==> src/rtl/scl_wd_pkg.sv <==
package scl_wd_pkg;
   localparam int unsigned LIMIT_W_DEF   = 8;
   localparam int unsigned LIMIT_RST_DEF = 8'h1F;
   localparam int unsigned FLAG_W_DEF    = 8;
   localparam int unsigned TO_FLAG_POS   = 3;
   localparam int unsigned SYNC_DEF      = 2;

   typedef enum logic [1:0] {
      WD_IDLE  = 2'd0,
      WD_COUNT = 2'd1,
      WD_FIRED = 2'd2
   } wd_phase_e;

   function automatic logic [FLAG_W_DEF-1:0] place_flag(input logic bit_v);
      logic [FLAG_W_DEF-1:0] v;
      v = '0;
      v[TO_FLAG_POS] = bit_v;
      return v;
   endfunction
endpackage

==> src/rtl/scl_wd_sync.sv <==
module scl_wd_sync #(
   parameter int unsigned STAGES   = 2,
   parameter bit          RST_LVL  = 1'b1
) (
   input  logic clk,
   input  logic rst_n,
   input  logic d_async,
   output logic q_sync
);
   if (STAGES < 2) begin : g_bad_stages
      $error("scl_wd_sync needs at least two stages");
   end

   logic [STAGES-1:0] chain_q;

   always_ff @(posedge clk or negedge rst_n) begin
      if (!rst_n) chain_q[0] <= RST_LVL;
      else        chain_q[0] <= d_async;
   end

   for (genvar s = 1; s < STAGES; s++) begin : g_stage
      always_ff @(posedge clk or negedge rst_n) begin
         if (!rst_n) chain_q[s] <= RST_LVL;
         else        chain_q[s] <= chain_q[s-1];
      end
   end

   assign q_sync = chain_q[STAGES-1];
endmodule

==> src/rtl/scl_wd_limit_reg.sv <==
module scl_wd_limit_reg #(
   parameter int unsigned WIDTH   = 8,
   parameter int unsigned RST_VAL = 8'h1F
) (
   input  logic             clk,
   input  logic             rst_n,
   input  logic             we,
   input  logic [WIDTH-1:0] wdata,
   output logic [WIDTH-1:0] value_q
);
   if (WIDTH < 1 || WIDTH > 16) begin : g_bad_width
      $error("scl_wd_limit_reg width out of range");
   end
   if (RST_VAL >= (1 << WIDTH)) begin : g_bad_rst
      $error("scl_wd_limit_reg reset value does not fit");
   end

   localparam logic [WIDTH-1:0] RST_Q = WIDTH'(RST_VAL);

   always_ff @(posedge clk or negedge rst_n) begin
      if (!rst_n)  value_q <= RST_Q;
      else if (we) value_q <= wdata;
   end

   p_cfg_load_r2: assert property (@(posedge clk) disable iff (!rst_n)
      we |=> (value_q == $past(wdata)));
endmodule

==> src/rtl/scl_wd_lowcnt.sv <==
module scl_wd_lowcnt
   import scl_wd_pkg::*;
#(
   parameter int unsigned LIMIT_W = 8,
   parameter int unsigned RST_VAL = 8'h1F
) (
   input  logic               clk,
   input  logic               rst_n,
   input  logic               scl_low,
   input  logic               scl_high,
   input  logic               active,
   input  logic               tick,
   input  logic [LIMIT_W-1:0] limit,
   output logic               evt_q
);
   localparam int unsigned CNT_W = LIMIT_W + 1;
   localparam logic [LIMIT_W-1:0] HELD_RST = LIMIT_W'(RST_VAL);

   logic               armed;
   logic [CNT_W-1:0]   cnt_q;
   logic [LIMIT_W-1:0] held_q;
   wd_phase_e          phase_q;
   logic               hit;

   assign armed = active && scl_low;
   assign hit   = armed && tick && (phase_q != WD_FIRED) &&
                  (cnt_q == {1'b0, held_q});

   always_ff @(posedge clk or negedge rst_n) begin
      if (!rst_n) begin
         held_q <= HELD_RST;
      end else if (!armed) begin
         held_q <= limit;
      end
   end

   always_ff @(posedge clk or negedge rst_n) begin
      if (!rst_n) begin
         cnt_q   <= '0;
         phase_q <= WD_IDLE;
         evt_q   <= 1'b0;
      end else begin
         evt_q <= hit;
         if (!armed) begin
            cnt_q <= '0;
            if (scl_high)               phase_q <= WD_IDLE;
            else if (phase_q == WD_COUNT) phase_q <= WD_IDLE;
         end else if (phase_q != WD_FIRED) begin
            if (tick) cnt_q <= cnt_q + 1'b1;
            phase_q <= hit ? WD_FIRED : WD_COUNT;
         end
      end
   end

   p_cnt_clear_r4: assert property (@(posedge clk) disable iff (!rst_n)
      !armed |=> (cnt_q == '0));
   p_single_pulse_r5: assert property (@(posedge clk) disable iff (!rst_n)
      evt_q |=> !evt_q);
   p_evt_needs_tick_r3: assert property (@(posedge clk) disable iff (!rst_n)
      evt_q |-> $past(tick && active && scl_low));
   p_held_frozen_r6: assert property (@(posedge clk) disable iff (!rst_n)
      (armed && $past(armed)) |-> $stable(held_q));
   p_no_rearm_r5: assert property (@(posedge clk) disable iff (!rst_n)
      (phase_q == WD_FIRED && !scl_high) |=> (phase_q == WD_FIRED || armed));
endmodule

==> src/rtl/scl_stall_watchdog.sv <==
module scl_stall_watchdog
   import scl_wd_pkg::*;
#(
   parameter int unsigned LIMIT_W    = LIMIT_W_DEF,
   parameter int unsigned LIMIT_RST  = LIMIT_RST_DEF,
   parameter int unsigned SYNC_STG   = SYNC_DEF,
   parameter int unsigned FLAG_W     = FLAG_W_DEF
) (
   input  logic               clk,
   input  logic               rst_n,
   input  logic               cfg_we,
   input  logic [LIMIT_W-1:0] cfg_wdata,
   output logic [LIMIT_W-1:0] limit_q,
   input  logic               scl_in,
   input  logic               tick_en,
   input  logic               master_en,
   input  logic               xfer_busy,
   output logic               timeout_evt,
   output logic [FLAG_W-1:0]  irq_flags
);
   if (FLAG_W != FLAG_W_DEF) begin : g_bad_flags
      $error("scl_stall_watchdog flag vector width must match the package");
   end

   logic scl_s;
   logic evt;

   scl_wd_sync #(.STAGES(SYNC_STG), .RST_LVL(1'b1)) u_sync (
      .clk    (clk),
      .rst_n  (rst_n),
      .d_async(scl_in),
      .q_sync (scl_s)
   );

   scl_wd_limit_reg #(.WIDTH(LIMIT_W), .RST_VAL(LIMIT_RST)) u_limit (
      .clk    (clk),
      .rst_n  (rst_n),
      .we     (cfg_we),
      .wdata  (cfg_wdata),
      .value_q(limit_q)
   );

   scl_wd_lowcnt #(.LIMIT_W(LIMIT_W), .RST_VAL(LIMIT_RST)) u_cnt (
      .clk     (clk),
      .rst_n   (rst_n),
      .scl_low (!scl_s),
      .scl_high(scl_s),
      .active  (master_en && xfer_busy),
      .tick    (tick_en),
      .limit   (limit_q),
      .evt_q   (evt)
   );

   assign timeout_evt = evt;
   assign irq_flags   = place_flag(evt);

   p_master_gate_r4: assert property (@(posedge clk) disable iff (!rst_n)
      timeout_evt |-> $past(master_en && xfer_busy));
   p_flag_pos_r8: assert property (@(posedge clk) disable iff (!rst_n)
      $onehot0(irq_flags) && (timeout_evt == (irq_flags != '0)));
endmodule

==> config.mk <==
export PLATFORM = sky130hd
export DESIGN_NAME = scl_stall_watchdog
export DESIGN_NICKNAME = d
export VERILOG_FILES = /design/src/rtl/scl_wd_pkg.sv /design/src/rtl/scl_wd_sync.sv /design/src/rtl/scl_wd_limit_reg.sv /design/src/rtl/scl_wd_lowcnt.sv /design/src/rtl/scl_stall_watchdog.sv
export SDC_FILE = /design/constraint.sdc
export NUM_CORES = 1
export LEC_CHECK = 0
export BUFFER_PORTS_ARGS = -buffer_cell sky130_fd_sc_hd__clkbuf_2
export CAP_MARGIN = 20
export CORE_MARGIN = 4
export CORE_UTILIZATION = 44
export DETAILED_ROUTE_END_ITERATION = 16
export PLACE_DENSITY_LB_ADDON = 0.3
export SETUP_SLACK_MARGIN = 0.1
export SYNTH_ARGS = -nofsm -noshare
export SYNTH_HDL_FRONTEND = slang
export SYNTH_SLANG_ARGS = --single-unit
==> constraint.sdc <==
create_clock -name clk -period 3.4 [get_ports clk]
set_input_delay 0 -clock clk [delete_from_list [all_inputs] [get_ports clk]]
set_output_delay 0 -clock clk [all_outputs]
set_load 0.01 [all_outputs]
==> summary.md, run 1 <==
| Metric | Value |
|---|---|
| Crit share post-route | 39.86% |
| Initial antenna violation count | 0 |
| Core ar. | 3053 sq um |
| Crit end category | flip-flop |
| Clk buf depth | 2 |
| Sink Count | 30 |
| Cell count after synthesis | 135 |
| Vias/cell | 4.851 |
| Final Hold Fails | 0 |
| Post-synthesis sequential area ratio | 54.69% |
| HPWL Detailed | 1921 microns |
| Die Width | 64.41 microns |
| Fmax achieved | 737.9 MHz |
| Worst path depth | 4 |
| Largest net degree at the start of global routing | 31 |
| Worst hold path type | in -> reg |
| Routed length per instance | 12.43 microns |
| Root Buffer | clkbuf_4 |
| PD cells | 421.2 nW/um^2 |
| Initial Utilization | 45.86% |
| Tot Pwr | 706.7 uW |
| #FFs+latches synth | 30 |
| Slowest CP cell | dfrtp_1 |
| Buf+Inv Stages, Crit Path | 0 |
| Worst Min Path Start | tick_en |
| Final nets | 186 |
| Critical Path, Cell by Cell | nor2b_1 -> nor4_1 -> xnor2_1 -> nor2_1 |
| Die height | 64.41 microns |
| Worst Reg-to-Reg Cells | 4 |
| Clock latency at the later pin of the worst-skew pair | 0.31 ns |
| Post-CTS sizing | 0 |
| DIE AREA | 4149 sq um |
| Critical Path Max Stage Delay | 0.41 ns |
| Worst Skew | 0.009217 ns |
| Number of global-route vias before repair | 1066 |
| RR Startpoint | u_cnt.phase_q[1] |
| Synth Cell Area | 1400 sq um |
| Count of cell types in the netlist | 29 |
| Setup CP Type | reg -> reg |
| Leak | 0.0007795 uW |
| Layout cells sized above 1 | 30.99% |
| GRT Residual Overflow | 0 |
| GRT Total Usage | 14.49% |
| # IOs | 32 |
| Outcome | finished clean |
| Critical path fanouts, max | 6 |
| Critical Path End | u_cnt.cnt_q[6] |
| Via Count | 1043 |
| H-tree lvl count | 2 |
| R2R setup slack | 2.04 ns |
| Antenna diodes | 0 |
| Startpoint types | flip-flop |
| Ys Warns | 0 |
| Site Rows | 20 |
| Worst reg2reg path endpoint | u_cnt.cnt_q[6] |
| Clock period minus worst slack | 1.355 ns |
| Max_slew headroom | 52.47% |
| WL final | 2672 microns |
| Worst-Margin Slew | 0.7129 ns |
| Clock Pin Slew Worst Setup and Hold Paths | 0.09 ns |
| CP startpoint | u_cnt.phase_q[1] |
| Drt first pass iters | 4 |
| Setup Viol. Count Final | 0 |
| Setup TNS Final | 0 ns |
| Area grow syn2layout | 19.84% |
| Worst EP required | 3.59 ns |
| Avg Cell Area, Syn | 10.37 sq um |
| Gpl congestion | 0.8081 |
| TritonCTS clock tree | done |
| Family with the most delay on the worst path | simple AND/OR/NAND/NOR gates |
| Number of max-cap violations | 0 |
| Max-slew violation count | 0 |
| WP data arrival | 1.55 ns |
| RSZ-0062 raised after global routing | no |
| Post-route ant nets | 0 |
| Worst vdd ir | 0.2807 mV |
| First-pass GRT wire length | 4754 microns |
| DRC violations left | 0 |
| DR iter-0 viols | 34 |
| IO Port Bufs | 24 |
| Num CTS Buffers | 5 |
==> cell families (layout without fill, tap and decap cells) <==
group	count (synthesis)	after routing	synth area share, %
AND/OR/NAND/NOR	61	61	20.73
XOR/XNOR	13	13	8.132
multiplexers	8	8	6.435
AO/OA/AOI/OAI	9	9	3.217
other	1	7	0.2678
adder cells (fa/ha/maj)	1	1	0.8935
buffers and inverters	12	42	5.630
flip-flops	30	30	54.69
==> layer usage <==
layer | wire length [microns] | vias to the layer above | global-route usage (%)
li1 | - | 507 | -
met1 | 1208 | 496 | 18.12
met2 | 1275 | 36 | 24.10
met3 | 168 | 4 | 4.333
met4 | 20 | 0 | 4.485
met5 | 0 | - | 0
==> sequential cells by signal (all words and copies together) (netlist names) <==
| signal | cells |
|---|---|
| u_cnt.held_q | 8 |
| u_cnt.evt_q | 1 |
| u_cnt.phase_q | 2 |
| u_sync.chain_q | 1 |
| u_cnt.cnt_q | 9 |
| u_sync.q_sync | 1 |
| u_limit.value_q | 8 |
==> synthesized netlist by cell type <==
master	count	area share, %
a21oi_1	5	1.8
and2_1	2	0.89
and3_1	1	0.45
buf_2	2	0.71
buf_4	8	4.3
clkbuf_1	1	0.27
clkbuf_2	1	0.36
conb_1	1	0.27
dfrtp_1	18	32
dfstp_2	12	23
ha_1	1	0.89
mux2_2	8	6.4
nand2_1	30	8.0
nand2b_1	1	0.45
nand3_1	4	1.4
nand3_2	1	0.71
nand3b_1	1	0.54
nand4_1	3	1.3
nor2_1	6	1.6
nor2b_1	1	0.45
nor3_1	4	1.4
nor4_1	2	0.89
nor4b_1	1	0.63
o21ai_0	4	1.4
or2_2	1	0.45
or3_1	2	0.89
or3_2	1	0.54
xnor2_1	2	1.3
xor2_1	11	6.9
==> power breakdown <==
group,total [uW],internal [uW],switching (uW)
clock network,214,102,112
logic,83.7,40.7,43.0
registers,409,391,18.2
==> repair_timing <==
action	in CTS	in global routing
endpoints found under the hold margin	27	0
setup buffers	0	0
hold buffers	10	0
==> worst register-to-register path: cells and delay by family (launching register included) <==
kind	cells	cell delay (ns)
flip-flops	1	0.41
XOR/XNOR	1	0.17
AND/OR/NAND/NOR	3	0.65
==> layout by cell type, fill, tap and decap left out, types with 2 or more instances in the layout <==
master,count
xnor2_1,2
and2_1,2
o21ai_0,4
clkbuf_4,5
nand2_1,30
a21oi_1,5
mux2_2,8
or3_1,2
xor2_1,11
nor4_1,2
clkbuf_2,24
nand4_1,3
dfrtp_1,18
nor2_1,6
nand3_1,4
clkbuf_1,2
dlygate4sd3_1,10
conb_1,7
nor3_1,4
dfstp_2,12
==> final cells by class <==
cell class / instances / area, sq um
timing repair buffer: 34 / 220.2
clock buffer: 8 / 58.81
sequential: 30 / 765.7
tap: 44 / 55.05
fill: 288 / 1375
multi-input combinational: 99 / 578.1
==> metrics by stage <==
| step | util, % | setup WS [ns] | area [sq um] | std cells | hold slack, ns |
|---|---|---|---|---|---|
| after floorplan | - | 2.168 | 1423 | 141 | -0.2956 |
| after global placement | 49.75 | 2.062 | 1519 | 197 | 0.08015 |
| after detailed placement | 49.75 | 2.051 | 1519 | 197 | 0.08975 |
| after CTS | 54.96 | 2.038 | 1678 | 215 | 0.02084 |
| after global routing | 54.96 | 1.855 | 1678 | 215 | 0.06012 |
| final | 54.96 | 2.045 | 1678 | 215 | 0.04011 |
==> worst min-delay path by stage <==
stage	endpoint	slack, ns	cells after the start
CTS	u_cnt.cnt_q[1]	0.02	3
detailed placement	u_cnt.cnt_q[8]	0.09	1
finish	u_cnt.cnt_q[1]	0.04	3
global route	u_cnt.cnt_q[1]	0.06	3
floorplan	u_cnt.cnt_q[0]	-0.30	0
global placement	u_cnt.cnt_q[8]	0.08	1
Power figures use the tool's default switching activity.
==> run 2: changes to the inputs <==
==> constraint.sdc (replaced) <==
create_clock -name clk -period 1.37 [get_ports clk]
set_input_delay 0 -clock clk [delete_from_list [all_inputs] [get_ports clk]]
set_output_delay 0 -clock clk [all_outputs]
set_load 0.01 [all_outputs]
==> run 2 against run 1 <==
Compared with the run above:
- die area stayed put
- critical path depth rose by 1
- worst hold slack worse by 0.011 ns
- sequential power rose by 150%
- via count increased by 4.0%
- sequential share of layout area shrank 4.7 points
- fmax increased by 5.5%
- wire length increased by 8.6%
- global-route usage increased by 0.75 points
- critical endpoint is now u_cnt.cnt_q[4]
- largest power group unchanged
==> summary.md, run 2 (synthesized netlist as in run 1, its figures left out) <==
| Metric | Value |
|---|---|
| Routed length per instance | 12.73 microns (+2.5%) |
| Most Crowded Layer GR | met2 |
| Worst reg2reg path endpoint | u_cnt.cnt_q[4] |
| RR Startpoint | u_cnt.cnt_q[1] |
| Worst Reg-to-Reg Cells | 5 (+1) |
| Worst Skew | 0.009928 ns (+0.0007110 ns) |
| Setup CP Type | reg -> reg |
| Number of max-cap violations | 0 (unchanged) |
| Clk buf depth | 2 (unchanged) |
| Core ar. | 3053 sq um (unchanged) |
| First-pass GRT wire length | 4809 microns (+1.2%) |
| Met3 Use GR | 6.412% (+2.1 points) |
| Max_slew headroom | 52.18% (-0.29 points) |
| H-tree lvl count | 2 (unchanged) |
| R2R setup slack | 0.08 ns (-1.96 ns) |
| Grt met1 use | 17.71% (-0.41 points) |
| PD cells | 1031 nW/um^2 (+140%) |
| Clock period minus worst slack | 1.285 ns (-0.07006 ns) |
| Crit share post-route | 93.80% (+54 points) |
| Drt first pass iters | 4 (unchanged) |
| Die height | 64.41 microns (unchanged) |
| GRT Total Usage | 15.24% (+0.75 points) |
| Biggest register | u_cnt.cnt_q |
| Biggest regs | u_cnt.cnt_q: 9 flops, u_cnt.held_q: 8 flops, u_limit.value_q: 8 flops |
| Die Width | 64.41 microns (unchanged) |
| Area grow syn2layout | 33.96% |
| Final Hold Fails | 0 (unchanged) |
| Number of global-route vias before repair | 1090 (+2.3%) |
| Max-slew violation count | 0 (unchanged) |
| Setup TNS Final | 0 ns (unchanged) |
| Root Buffer | clkbuf_4 |
| Worst EP required | 1.58 ns (-2.01 ns) |
| WL final | 2903 microns (+8.6%) |
| RSZ-0062 raised after global routing | yes |
| Placed Instances | 201 (+2.0%) |
| Met2 Use GR | 25.39% (+1.3 points) |
| Outcome | finished clean |
| Via Count | 1085 (+4.0%) |
| TritonCTS clock tree | done |
| Clock Pin Slew Worst Setup and Hold Paths | 0.10 ns (about the same) |
| WP data arrival | 1.50 ns (-0.05 ns) |
| Largest net degree at the start of global routing | 31 (unchanged) |
| Final cell count without fillers | 228 (+6.0%) |
| Crit end category | flip-flop |
| Sink Count | 30 (unchanged) |
| CP startpoint | u_cnt.cnt_q[1] |
| Worst vdd ir | 0.8605 mV (+210%) |
| IO Port Bufs | 24 (unchanged) |
| Max reg flops | 9 (unchanged) |
| Worst hold path type | in -> reg |
| Clock latency at the later pin of the worst-skew pair | 0.33 ns (+0.02 ns) |
| GRT Residual Overflow | 0 (unchanged) |
| Setup Viol. Count Final | 0 (unchanged) |
| Worst-Margin Slew | 0.7173 ns (+0.004381 ns) |
| Startpoint types | flip-flop |
| Critical Path End | u_cnt.cnt_q[4] |
| Critical path fanouts, max | 4 (-2) |
| Initial Utilization | 45.86% (unchanged) |
| DIE AREA | 4149 sq um (unchanged) |
| Post-route ant nets | 0 (unchanged) |
| Area after DPL | 1549 sq um (+2.0%) |
| Initial antenna violation count | 0 (unchanged) |
| Cell area after layout | 1876 sq um (+12%) |
| Num CTS Buffers | 5 (unchanged) |
| Final nets | 199 (+7.0%) |
| Vias/cell | 4.759 (-1.9%) |
| Gpl congestion | 0.7788 (-3.6%) |
| DR iter-0 viols | 51 (+50%) |
| Leak | 0.0008548 uW (+9.7%) |
| Most common cell after layout, fill and taps aside | nand2_1 |
| DRC violations left | 0 (unchanged) |
| # IOs | 32 (unchanged) |
| HPWL Detailed | 1889 microns (-1.7%) |
| Site Rows | 20 (unchanged) |
| Most frequent cells in the layout | nand2_1 (29), clkbuf_2 (24), dfrtp_1 (16) |
| Layout cells sized above 1 | 42.93% (+12 points) |
| Antenna diodes | 0 (unchanged) |
| Fmax achieved | 778.2 MHz (+5.5%) |
## run 2: worst min path at each step
stage,cells after the start,end,start
2_1_floorplan,0,u_cnt.cnt_q[0],rst_n
3_3_place_gp,1,u_cnt.evt_q,rst_n
3_5_place_dp,1,u_cnt.cnt_q[7],rst_n
4_1_cts,3,u_cnt.cnt_q[1],tick_en
5_1_grt,3,u_cnt.cnt_q[1],tick_en
6_report,3,u_cnt.cnt_q[1],tick_en
## run 2: per-layer routing
metal | up-vias | wire length [microns]
met2 | 37 | 1439
met1 | 507 | 1221
met4 | 0 | 42
met3 | 5 | 199
li1 | 536 | -
met5 | - | 0
## run 2: final cells by class
cell class / instances / area [sq um]
Fill cell: 266 / 1177
Sequential cell: 30 / 768.2
Multi-Input combinational cell: 99 / 650.6
Timing Repair Buffer: 47 / 322.8
Tap cell: 44 / 55.05
Clock buffer: 6 / 41.29
Clock inverter: 2 / 37.54
## run 2: metrics by stage
step / power, uW / utilization [%] / hold WS [ns] / worst slack, ns
6_report: 1934 / 61.43 / 0.02913 / 0.08495
3_3_place_gp: 1210 / 50.74 / 0.08075 / 0.03634
3_5_place_dp: 1217 / 50.74 / 0.08935 / 0.03434
5_1_grt: 2038 / 61.43 / 0.05230 / -0.002729
4_1_cts: 1952 / 59.59 / 0.01743 / 0.06738
2_1_floorplan: 1148 / - / -0.2956 / 0.1376
## run 2: power breakdown
| group | switching [uW] | internal [uW] |
|---|---|---|
| clock network | 313 | 385 |
| logic | 113 | 111 |
| registers | 42.8 | 970 |
## run 2: what timing repair did
action / CTS / global route
cloned: 0 / 0
setup endpoints to repair: 7 / 8
resized for setup: 9 / 9
pin swaps: 9 / 1
hold endpoints to repair: 28 / 0
hold buffers: 12 / 0
buffers inserted: 4 / 3
## run 2: worst max-delay path: stages, from the launching register on
cell and delay [ns]:
dfrtp_1 0.43, ha_2 0.21, nand2_2 0.08, nor3_1 0.21, xnor2_1 0.18, nor2_1 0.07
